$ cat config.mk
export PLATFORM = sky130hd
export DESIGN_NAME = sram_async_ctrl
export DESIGN_NICKNAME = d
export VERILOG_FILES = /design/src/rtl/sram_ctrl_pkg.sv /design/src/rtl/sram_ctrl_timer.sv /design/src/rtl/sram_ctrl_dpath.sv /design/src/rtl/sram_ctrl_fsm.sv /design/src/rtl/sram_async_ctrl.sv
export SDC_FILE = /design/constraint.sdc
export NUM_CORES = 1
export LEC_CHECK = 0
export ABC_AREA = 1
export BUFFER_PORTS_ARGS = -buffer_cell sky130_fd_sc_hd__buf_2
export CORE_AREA = 5 5 77 79
export CTS_BUF_LIST = sky130_fd_sc_hd__clkbuf_2
export DETAILED_ROUTE_END_ITERATION = 6
export DIE_AREA = 0 0 82 84
export HOLD_SLACK_MARGIN = 0.12
export SLEW_MARGIN = 10
export SYNTH_ARGS = -nofsm -noshare
export SYNTH_HDL_FRONTEND = slang
export SYNTH_SLANG_ARGS = --single-unit
export TNS_END_PERCENT = 100
$ cat constraint.sdc
create_clock -name clk -period 3.55 [get_ports clk]
set_input_delay 0.1775 -clock clk [delete_from_list [all_inputs] [get_ports clk]]
set_output_delay 0.1775 -clock clk [all_outputs]
set_load 0.02 [all_outputs]
$ cat src/rtl/sram_ctrl_pkg.sv
package sram_ctrl_pkg;

   typedef enum logic [2:0] {
      ST_IDLE,
      ST_RACC,
      ST_RDONE,
      ST_TURN,
      ST_WPULSE,
      ST_WEND
   } ctrl_state_e;

   typedef struct packed {
      logic ce_n;
      logic oe_n;
      logic we_n;
      logic dq_oe;
      logic ack;
   } strobe_t;

   // ceiling of t_ps / clk_ps, never below one cycle
   function automatic int cycles_for(input int t_ps, input int clk_ps);
      int c;
      c = (t_ps + clk_ps - 1) / clk_ps;
      if (c < 1) c = 1;
      return c;
   endfunction

   function automatic int max2(input int a, input int b);
      return (a > b) ? a : b;
   endfunction

endpackage

$ cat src/rtl/sram_ctrl_timer.sv
module sram_ctrl_timer #(
   parameter int CNT_W = 2
) (
   input  logic             clk,
   input  logic             rst_n,
   input  logic             load,
   input  logic [CNT_W-1:0] load_val,
   output logic             done
);

   logic [CNT_W-1:0] cnt_q;

   always_ff @(posedge clk or negedge rst_n) begin
      if (!rst_n)
         cnt_q <= '0;
      else if (load)
         cnt_q <= load_val;
      else if (cnt_q != '0)
         cnt_q <= cnt_q - 1'b1;
   end

   assign done = (cnt_q == '0);

   // a loaded count never grows without a new load
   assert_timer_down_R10: assert property (@(posedge clk) disable iff (!rst_n)
      (!load && $past(!load) && $past(cnt_q) != '0) |-> (cnt_q == $past(cnt_q) - 1'b1));

endmodule

$ cat src/rtl/sram_ctrl_dpath.sv
module sram_ctrl_dpath #(
   parameter int ADDR_W = 15,
   parameter int DATA_W = 8
) (
   input  logic              clk,
   input  logic              rst_n,
   input  logic              lat_en,
   input  logic              cap_en,
   input  logic [ADDR_W-1:0] req_addr,
   input  logic [DATA_W-1:0] req_wdata,
   input  logic [DATA_W-1:0] dq_in,
   output logic [ADDR_W-1:0] sram_addr,
   output logic [DATA_W-1:0] dq_out,
   output logic [DATA_W-1:0] rdata
);

   logic [ADDR_W-1:0] addr_q;
   logic [DATA_W-1:0] wdata_q;
   logic [DATA_W-1:0] rdata_q;

   // request fields are latched only on acceptance
   always_ff @(posedge clk or negedge rst_n) begin
      if (!rst_n) begin
         addr_q  <= '0;
         wdata_q <= '0;
      end else if (lat_en) begin
         addr_q  <= req_addr;
         wdata_q <= req_wdata;
      end
   end

   // read capture register, loaded on the last access edge
   always_ff @(posedge clk or negedge rst_n) begin
      if (!rst_n)
         rdata_q <= '0;
      else if (cap_en)
         rdata_q <= dq_in;
   end

   assign sram_addr = addr_q;
   assign dq_out    = wdata_q;
   assign rdata     = rdata_q;

   assert_rdata_hold_R3: assert property (@(posedge clk) disable iff (!rst_n)
      !$past(cap_en) |-> $stable(rdata_q));

endmodule

$ cat src/rtl/sram_ctrl_fsm.sv
module sram_ctrl_fsm
   import sram_ctrl_pkg::*;
#(
   parameter int ACC_CYC    = 2,
   parameter int STROBE_CYC = 1,
   parameter int TURN_CYC   = 1,
   parameter int CNT_W      = 2
) (
   input  logic             clk,
   input  logic             rst_n,
   input  logic             req,
   input  logic             req_wr,
   input  logic             tmr_done,
   output logic             tmr_load,
   output logic [CNT_W-1:0] tmr_val,
   output logic             lat_en,
   output logic             cap_en,
   output logic             ce_n,
   output logic             oe_n,
   output logic             we_n,
   output logic             dq_oe,
   output logic             ack
);

   localparam logic [CNT_W-1:0] ACC_LD  = CNT_W'(ACC_CYC - 1);
   localparam logic [CNT_W-1:0] STR_LD  = CNT_W'(STROBE_CYC - 1);
   localparam logic [CNT_W-1:0] TURN_LD = CNT_W'(TURN_CYC - 1);
   localparam logic [CNT_W:0]   REL_SAT = (CNT_W+1)'(TURN_CYC + 2);
   localparam logic [CNT_W:0]   REL_MIN = (CNT_W+1)'(TURN_CYC + 1);

   ctrl_state_e state_q, nxt;
   logic        last_rd_q;
   strobe_t     strb_d, strb_q;

   always_comb begin
      nxt      = state_q;
      tmr_load = 1'b0;
      tmr_val  = '0;
      lat_en   = 1'b0;
      cap_en   = 1'b0;
      unique case (state_q)
         ST_IDLE: begin
            if (req) begin
               lat_en   = 1'b1;
               tmr_load = 1'b1;
               if (!req_wr) begin
                  tmr_val = ACC_LD;
                  nxt     = ST_RACC;
               end else if (last_rd_q) begin
                  tmr_val = TURN_LD;
                  nxt     = ST_TURN;
               end else begin
                  tmr_val = STR_LD;
                  nxt     = ST_WPULSE;
               end
            end
         end
         ST_RACC: begin
            if (tmr_done) begin
               cap_en = 1'b1;
               nxt    = ST_RDONE;
            end
         end
         ST_RDONE: nxt = ST_IDLE;
         ST_TURN: begin
            if (tmr_done) begin
               tmr_load = 1'b1;
               tmr_val  = STR_LD;
               nxt      = ST_WPULSE;
            end
         end
         ST_WPULSE: begin
            if (tmr_done) nxt = ST_WEND;
         end
         ST_WEND: nxt = ST_IDLE;
         default: nxt = ST_IDLE;
      endcase
   end

   // strobe pattern of the state about to be entered, registered below
   always_comb begin
      unique case (nxt)
         ST_RACC:   strb_d = '{ce_n: 1'b0, oe_n: 1'b0, we_n: 1'b1, dq_oe: 1'b0, ack: 1'b0};
         ST_RDONE:  strb_d = '{ce_n: 1'b1, oe_n: 1'b1, we_n: 1'b1, dq_oe: 1'b0, ack: 1'b1};
         ST_WPULSE: strb_d = '{ce_n: 1'b0, oe_n: 1'b1, we_n: 1'b0, dq_oe: 1'b1, ack: 1'b0};
         ST_WEND:   strb_d = '{ce_n: 1'b1, oe_n: 1'b1, we_n: 1'b1, dq_oe: 1'b1, ack: 1'b1};
         default:   strb_d = '{ce_n: 1'b1, oe_n: 1'b1, we_n: 1'b1, dq_oe: 1'b0, ack: 1'b0};
      endcase
   end

   always_ff @(posedge clk or negedge rst_n) begin
      if (!rst_n) begin
         state_q   <= ST_IDLE;
         last_rd_q <= 1'b0;
         strb_q    <= '{ce_n: 1'b1, oe_n: 1'b1, we_n: 1'b1, dq_oe: 1'b0, ack: 1'b0};
      end else begin
         state_q <= nxt;
         strb_q  <= strb_d;
         if (cap_en)
            last_rd_q <= 1'b1;
         else if (nxt == ST_WPULSE && state_q != ST_WPULSE)
            last_rd_q <= 1'b0;
      end
   end

   assign ce_n  = strb_q.ce_n;
   assign oe_n  = strb_q.oe_n;
   assign we_n  = strb_q.we_n;
   assign dq_oe = strb_q.dq_oe;
   assign ack   = strb_q.ack;

   // cycles since output enable last rose, saturating
   logic [CNT_W:0] rel_cnt_q;
   always_ff @(posedge clk or negedge rst_n) begin
      if (!rst_n)
         rel_cnt_q <= REL_SAT;
      else if (!oe_n)
         rel_cnt_q <= '0;
      else if (rel_cnt_q != REL_SAT)
         rel_cnt_q <= rel_cnt_q + 1'b1;
   end

   assert_no_bus_fight_R7: assert property (@(posedge clk) disable iff (!rst_n)
      !(!oe_n && dq_oe));
   assert_we_oe_apart_R7: assert property (@(posedge clk) disable iff (!rst_n)
      !(!oe_n && !we_n));
   assert_ack_single_R6: assert property (@(posedge clk) disable iff (!rst_n)
      ack |=> !ack);
   assert_turnaround_R8: assert property (@(posedge clk) disable iff (!rst_n)
      $rose(dq_oe) |-> (rel_cnt_q >= REL_MIN));

endmodule

$ cat src/rtl/sram_async_ctrl.sv
module sram_async_ctrl
   import sram_ctrl_pkg::*;
#(
   parameter int ADDR_W        = 15,
   parameter int DATA_W        = 8,
   parameter int CLK_PERIOD_PS = 10000,
   parameter int T_ACCESS_PS   = 12000,
   parameter int T_WPULSE_PS   = 9000,
   parameter int T_DSETUP_PS   = 8000,
   parameter int T_RELEASE_PS  = 6000
) (
   input  logic              clk,
   input  logic              rst_n,
   input  logic              req,
   input  logic              req_wr,
   input  logic [ADDR_W-1:0] req_addr,
   input  logic [DATA_W-1:0] req_wdata,
   output logic [DATA_W-1:0] rdata,
   output logic              ack,
   output logic              sram_ce_n,
   output logic              sram_oe_n,
   output logic              sram_we_n,
   output logic [ADDR_W-1:0] sram_addr,
   output logic [DATA_W-1:0] dq_out,
   output logic              dq_oe,
   input  logic [DATA_W-1:0] dq_in
);

   localparam int ACC_CYC    = cycles_for(T_ACCESS_PS, CLK_PERIOD_PS);
   localparam int WP_CYC     = cycles_for(T_WPULSE_PS, CLK_PERIOD_PS);
   localparam int DS_CYC     = cycles_for(T_DSETUP_PS, CLK_PERIOD_PS);
   localparam int STROBE_CYC = max2(WP_CYC, DS_CYC);
   localparam int TURN_CYC   = cycles_for(T_RELEASE_PS, CLK_PERIOD_PS);
   localparam int LONGEST    = max2(ACC_CYC, max2(STROBE_CYC, TURN_CYC));
   localparam int CNT_W      = max2(1, $clog2(LONGEST + 1));

   generate
      if (ADDR_W < 1 || DATA_W < 1) begin : g_bad_width
         $error("sram_async_ctrl: bus widths must be positive");
      end
      if (CLK_PERIOD_PS < 1) begin : g_bad_clock
         $error("sram_async_ctrl: clock period must be positive");
      end
      if (T_ACCESS_PS < 0 || T_WPULSE_PS < 0 || T_DSETUP_PS < 0 || T_RELEASE_PS < 0) begin : g_bad_time
         $error("sram_async_ctrl: timing intervals must not be negative");
      end
   endgenerate

   logic             tmr_load, tmr_done, lat_en, cap_en;
   logic [CNT_W-1:0] tmr_val;

   sram_ctrl_timer #(.CNT_W(CNT_W)) u_timer (
      .clk      (clk),
      .rst_n    (rst_n),
      .load     (tmr_load),
      .load_val (tmr_val),
      .done     (tmr_done)
   );

   sram_ctrl_fsm #(
      .ACC_CYC    (ACC_CYC),
      .STROBE_CYC (STROBE_CYC),
      .TURN_CYC   (TURN_CYC),
      .CNT_W      (CNT_W)
   ) u_fsm (
      .clk      (clk),
      .rst_n    (rst_n),
      .req      (req),
      .req_wr   (req_wr),
      .tmr_done (tmr_done),
      .tmr_load (tmr_load),
      .tmr_val  (tmr_val),
      .lat_en   (lat_en),
      .cap_en   (cap_en),
      .ce_n     (sram_ce_n),
      .oe_n     (sram_oe_n),
      .we_n     (sram_we_n),
      .dq_oe    (dq_oe),
      .ack      (ack)
   );

   sram_ctrl_dpath #(.ADDR_W(ADDR_W), .DATA_W(DATA_W)) u_dpath (
      .clk       (clk),
      .rst_n     (rst_n),
      .lat_en    (lat_en),
      .cap_en    (cap_en),
      .req_addr  (req_addr),
      .req_wdata (req_wdata),
      .dq_in     (dq_in),
      .sram_addr (sram_addr),
      .dq_out    (dq_out),
      .rdata     (rdata)
   );

   // low-window length monitors for the strobe checks
   logic [15:0] oe_lo_cnt_q, we_lo_cnt_q;
   always_ff @(posedge clk or negedge rst_n) begin
      if (!rst_n) begin
         oe_lo_cnt_q <= '0;
         we_lo_cnt_q <= '0;
      end else begin
         oe_lo_cnt_q <= sram_oe_n ? 16'd0 : oe_lo_cnt_q + 16'd1;
         we_lo_cnt_q <= sram_we_n ? 16'd0 : we_lo_cnt_q + 16'd1;
      end
   end

   assert_read_window_R2: assert property (@(posedge clk) disable iff (!rst_n)
      $rose(sram_oe_n) |-> (oe_lo_cnt_q == 16'(ACC_CYC)));
   assert_write_window_R4: assert property (@(posedge clk) disable iff (!rst_n)
      $rose(sram_we_n) |-> (we_lo_cnt_q == 16'(STROBE_CYC)));
   assert_hold_after_strobe_R5: assert property (@(posedge clk) disable iff (!rst_n)
      $rose(sram_we_n) |-> dq_oe);
   assert_addr_steady_R9: assert property (@(posedge clk) disable iff (!rst_n)
      (!sram_ce_n && $past(!sram_ce_n)) |-> $stable(sram_addr));
   assert_wdata_steady_R9: assert property (@(posedge clk) disable iff (!rst_n)
      (dq_oe && $past(dq_oe)) |-> $stable(dq_out));

endmodule

==> flow_summary.yaml, run 1 <==
placed_design:
  place_hpwl_microns: 2600
  port-buffer-count: 70
  gp_congestion: 0.8183
  placed_cells: 316
floorplanning:
  boundaryPins: 71
  dieHeight_microns: 84
  coreArea_sq_mm: 0.005270
  die-area_sq_mm: 0.006888
  dieWidth_microns: 82
  row_count: 27
  initial_utilization: 0.3302
clock_network:
  cts_buffers: 5
  cts_tree: "done"
  clock_sinks: 42
  clock_path_buffers: 2
  cts_hold_buf: 34
  root_buffer: "clkbuf_2"
  cts_resized: 0
  post-cts-setup-buffer-count: 0
  insertion_delay_ps: 390
  clkSlewWorstSetupHoldPaths_ps: 210
  h-tree-depth: 2
sta:
  slew_viol_final: 0
  slew_headroom: 0.3936
  hold_viol: 0
  max_freq_ghz: 0.6088
  setup_tns_ps: 0
  fin_skew_ps: 12.83
  fin_crit_sh: 0.4627
  tightest_slew_ps: 909.6
  rsz0062_at_grt: "false"
  fin_crit_ps: 1643
  setup_viol: 0
synth:
  synthesis.nets: 216
  yosysTopAreaCell: "dfrtp_1"
  synthXorXnorAreaFrac: 0
  synth_area_leaders: "dfrtp_1, nand2_1, mux2_4, dfstp_2, inv_1"
  synth_seq_cells: 42
  seq_area_frac_synth: 0.6060
  synth.distinct_cells: 23
  synth_top_family_by_area: "simple AND/OR/NAND/NOR gates"
  synth_ff_type: "dfrtp_1"
  syn_avg_cell_area_sq_um: 9.669
  syn_area_sq_mm: 0.001740
  synth-simple-area-share: 0.2451
  synthTopCellsByCount: "nand2_1, dfrtp_1, inv_1"
  yosys_warnings: 0
  syn_inst: 180
  yosys.area.top_type_share: 0.5607
  synth-edff-count: 0
  synth_compound_area_frac: 0.02516
  yosysMostFrequentCell: "nand2_1"
  synth_mux_area_frac: 0.06470
  synthAdderAreaFrac: 0.007189
  async_flop_share: 1.000
grt:
  grt_pass1_wl_microns: 6748
  antenna_found_initial: 0
  grt_pass1_vias: 1530
  grt_usage: 0.1265
  grt_max_degree: 43
  grt_overflow: 0
hold_path:
  hp-class: "input pin to asynchronous set/reset pin"
pwr:
  pwr_density_cell_mw_per_mm2: 875.6
  p_leak_nw: 1.413
  total_power_mw: 2.249
  peakVddDrop_v: 0.0003868
critical_path:
  start_kind: "register"
  critPathCaptureType: "register"
  cp_data_arrival_time_ps: 1960
  cp_max_fo: 13
  cp_data_required_time_ps: 3860
  r2r_cells: 4
  critical_path_class: "register to register"
cells_and_area:
  n_antenna_cell: 0
  fill_cells: 517
  syn2layout_area_growth_pct: 47.59
  fin_cells: 358
  drive_gt1_frac: 0.3357
  fin_nets: 321
detailed_routing:
  drc: 0
  avgViaCountPerCell: 4.274
  drt-wirelength-per-cell_microns: 11.43
  drt_wl_total_microns: 4093
  first_pass_iters: 4
  final_antenna_net_count: 0
  drt_iter0_drc: 26
  vias: 1530
flow_run:
  cap_violations: 0
status:
  outcome: "complete, no violations"
-- metrics by stage --
stage / util / area (sq um) / setup slack [ps] / hold WS, ps
6_report: 0.4874 / 2569 / 1907 / 424.0
5_1_grt: 0.4874 / 2569 / 1736 / 446.4
4_1_cts: 0.4874 / 2569 / 1896 / 435.5
3_5_place_dp: 0.4060 / 2140 / 1910 / 382.5
3_3_place_gp: 0.4060 / 2140 / 1945 / 378.1
2_1_floorplan: - / 1740 / 2156 / -118.1
-- layout make-up --
| cell class | count | area, sq um | area share |
|---|---|---|---|
| Timing Repair Buffer | 104 | 690.7 | 0.2689 |
| Inverter | 13 | 48.80 | 0.01900 |
| Clock buffer | 5 | 25.02 | 0.009742 |
| Clock inverter | 3 | 63.81 | 0.02484 |
| Multi-Input combinational cell | 119 | 595.6 | 0.2319 |
| Tap cell | 72 | 90.09 | 0.03507 |
| Sequential cell | 42 | 1055 | 0.4106 |
-- sequential cells by signal (all words and copies together), names as in the netlist --
name / cells
u_dpath.sram_addr: 15
u_dpath.dq_out: 8
u_dpath.rdata: 8
u_fsm.state_q: 3
u_timer.cnt_q: 2
u_fsm.ack: 1
u_fsm.ce_n: 1
u_fsm.dq_oe: 1
u_fsm.last_rd_q: 1
u_fsm.oe_n: 1
u_fsm.we_n: 1
-- layout by cell type, fill, tap and decap left out --
cell type and n:
nand2_1 86, buf_2 70, dfrtp_1 39, dlygate4sd3_1 34, inv_1 11, mux2_4 6
o21ai_0 5, clkbuf_2 5, nand3_1 4, nand4_1 4, dfstp_2 3, nand2_2 2
inv_2 2, nor2_4 2, nor2_1 2, mux2_2 2, bufinv_16 2, nor2_2 1
a21oi_1 1, nand3_2 1, o32ai_1 1, o21ai_1 1, ha_1 1, clkinv_1 1
-- power breakdown --
part / switching (mW) / internal (mW) / leakage (nW)
combinational: 0.669 / 0.405 / 0.851
sequential: 0.118 / 0.721 / 0.511
clock: 0.149 / 0.188 / 0.0506
total: 0.936 / 1.31 / 1.41
-- cells by family (layout without fill, tap and decap cells) --
group / Yosys count / in the layout
AND/OR/NAND/NOR: 102 / 102
AO/OA/AOI/OAI: 8 / 8
adder cells (fa/ha/maj): 1 / 1
flip-flops: 42 / 42
buffers and inverters: 19 / 125
multiplexers: 8 / 8
-- worst paths after layout --
path	start	endpoint	slack (ps)
max	u_timer.cnt_q[0]	u_dpath.rdata[5]	1910
min in group clk	u_dpath.dq_out[5]	u_dpath.dq_out[5]	490
min	rst_n	u_dpath.sram_addr[3]	420
max in group asynchronous	rst_n	u_dpath.dq_out[0]	2570
min reg2reg	u_dpath.dq_out[5]	u_dpath.dq_out[5]	490
max reg2reg	u_timer.cnt_q[0]	u_dpath.rdata[5]	1910
-- layer usage --
metal	vias up	GRT usage	wire, microns
li1	773	-	-
met1	684	0.1583	1857
met2	66	0.2013	1795
met3	7	0.04752	387
met4	0	0.03625	53
met5	-	0	0
-- worst max-delay path, cell delays in order, from the launching register on --
cell and delay (ps):
dfrtp_1 400, inv_1 90, ha_1 320, nand3_2 350, mux2_4 400
(Power assumes the default switching activity.)
==> run 2: changes to the inputs <==
- clock period: 3.55 -> 1.69 ns (I/O delays scaled with it)
==> flow_summary.yaml, run 2 (synthesized netlist as in run 1, its figures left out) <==
sta:
  fin_crit_sh: 0.8995
  fin_crit_ps: 1520
  setup_viol: 0
  slew_viol_final: 0
  setup_tns_ps: 0
  fin_skew_ps: 16.18
  max_freq_ghz: 0.6578
  rsz0062_at_grt: "false"
  tightest_slew_ps: 514.7
  hold_viol: 0
  slew_headroom: 0.6569
  whs_ps: 256.3
cells_and_area:
  final_common_cell: "nand2_1"
  syn2layout_area_growth_pct: 48.81
  largest_reg_flops: 15
  final_cell_mix: "nand2_1, buf_2, dfrtp_1"
  n_antenna_cell: 0
  drive_gt1_frac: 0.3483
  fin_nets: 325
  regArea_sq_mm: 0.001055
  fill_cells: 513
  multi_input_area_sq_um: 595.6
critical_path:
  slowest_stage: "dfrtp_1"
  critical_path_class: "register to register"
  r2r-start: "u_timer.cnt_q[0]"
  critPathCaptureType: "register"
  cp_max_fo: 7
  r2r_cells: 10
  path_cells: "inv_1 > ha_1 > buf_4 > nand4_1 > nand2_1 > inv_1 > nand2_1 > nand4_1 > nand2_1 > nand2_1"
  start_kind: "register"
  cp_data_arrival_time_ps: 1820
  rr_endpoint: "u_fsm.last_rd_q"
  slowest_delay_ps: 410
  r2r_slack_ps: 170
  cp_data_required_time_ps: 1990
  path_common_cell: "nand2_1"
  worstSetupStartpoint: "u_timer.cnt_q[0]"
  endpoint: "u_fsm.last_rd_q"
grt:
  grt_usage: 0.1284
  grt_pass1_vias: 1568
  antenna_found_initial: 0
  grt_overflow: 0
  grt_pass1_wl_microns: 7003
  grt_max_degree: 43
clock_network:
  cts_tree: "done"
  root_buffer: "clkbuf_2"
  insertion_delay_ps: 380
  clock_path_buffers: 2
  h-tree-depth: 2
  clkSlewWorstSetupHoldPaths_ps: 210
  cts_buffers: 5
  clock_sinks: 42
floorplanning:
  dieHeight_microns: 84
  boundaryPins: 71
  row_count: 27
  initial_utilization: 0.3302
  die-area_sq_mm: 0.006888
  dieWidth_microns: 82
  coreArea_sq_mm: 0.005270
pwr:
  p_leak_nw: 1.424
  peakVddDrop_v: 0.0007364
  pwr_density_cell_mw_per_mm2: 1808
detailed_routing:
  avgViaCountPerCell: 4.133
  drt_wl_total_microns: 4187
  drt-wirelength-per-cell_microns: 11.57
  drt_iter0_drc: 60
  drc: 0
  vias: 1496
  route.met3.wl_microns: 353
  dr.max_layer_used: "met4"
  first_pass_iters: 4
  met2_length_microns: 1908
  wl_met1_microns: 1910
  final_antenna_net_count: 0
flow_run:
  cap_violations: 0
placed_design:
  gp_congestion: 0.8320
  port-buffer-count: 70
  place_hpwl_microns: 2694
status:
  outcome: "complete, no violations"
hold_path:
  hp-class: "input pin to asynchronous set/reset pin"
run 2: cell count changes in the layout (fill, tap and decap cells not counted), sizes merged:
cell and delta:
buf +4, bufinv -1, clkbuf +1, clkinv -1, clkinvlp +1
run 2: layout make-up:
class | count | area share
clock inverters | 2 | 0.01449
well taps | 72 | 0.03478
repair buffers | 108 | 0.2831
inverters | 13 | 0.01884
flip-flops and latches | 42 | 0.4072
clock buffers | 6 | 0.01159
multi-input cells | 119 | 0.2300
run 2: worst max-delay path, delay by kind of cell, from the launching register on:
kind                     cells  cell delay [ps]
adder cells (fa/ha/maj)      1              190
AND/OR/NAND/NOR              6              560
buffers and inverters        3              280
flip-flops                   1              410
run 2: worst min path at each step:
stage               startpoint                   end  cells after the start
finish                   rst_n  u_dpath.sram_addr[1]                      3
global route             rst_n  u_dpath.sram_addr[1]                      3
CTS                      rst_n     u_dpath.dq_out[4]                      3
detailed placement       rst_n     u_dpath.dq_out[1]                      2
global placement         rst_n     u_dpath.dq_out[3]                      2
floorplan                rst_n     u_dpath.dq_out[0]                      0
run 2: per-stage QoR:
| stage | power (mW) | utilization | setup WS [ps] | instance area [sq um] | instances |
|---|---|---|---|---|---|
| 6_report | 4.681 | 0.4915 | 169.8 | 2590 | 362 |
| 3_3_place_gp | 4.076 | 0.4141 | 239.6 | 2182 | 320 |
| 4_1_cts | 4.757 | 0.4915 | 167.2 | 2590 | 362 |
| 3_5_place_dp | 4.102 | 0.4141 | 162.2 | 2182 | 320 |
| 2_1_floorplan | 3.378 | - | 296.0 | 1740 | 180 |
| 5_1_grt | 5.121 | 0.4915 | 14.08 | 2590 | 362 |
run 2: what timing repair did:
action,CTS,global route
resized for setup,0,0
setup buffers,0,0
hold buffers,34,0
hold endpoints to repair,80,0
run 2: routing by layer:
metal	vias up	global-route usage
li1	777	-
met1	658	0.1580
met2	59	0.2145
met3	2	0.04428
met4	0	0.02719
met5	-	0
run 2: report_power, final:
group | internal [mW] | switching (mW) | total [mW]
registers | 1.51 | 0.257 | 1.77
clock network | 0.256 | 0.314 | 0.570
logic | 0.907 | 1.43 | 2.34
total | 2.68 | 2.00 | 4.68
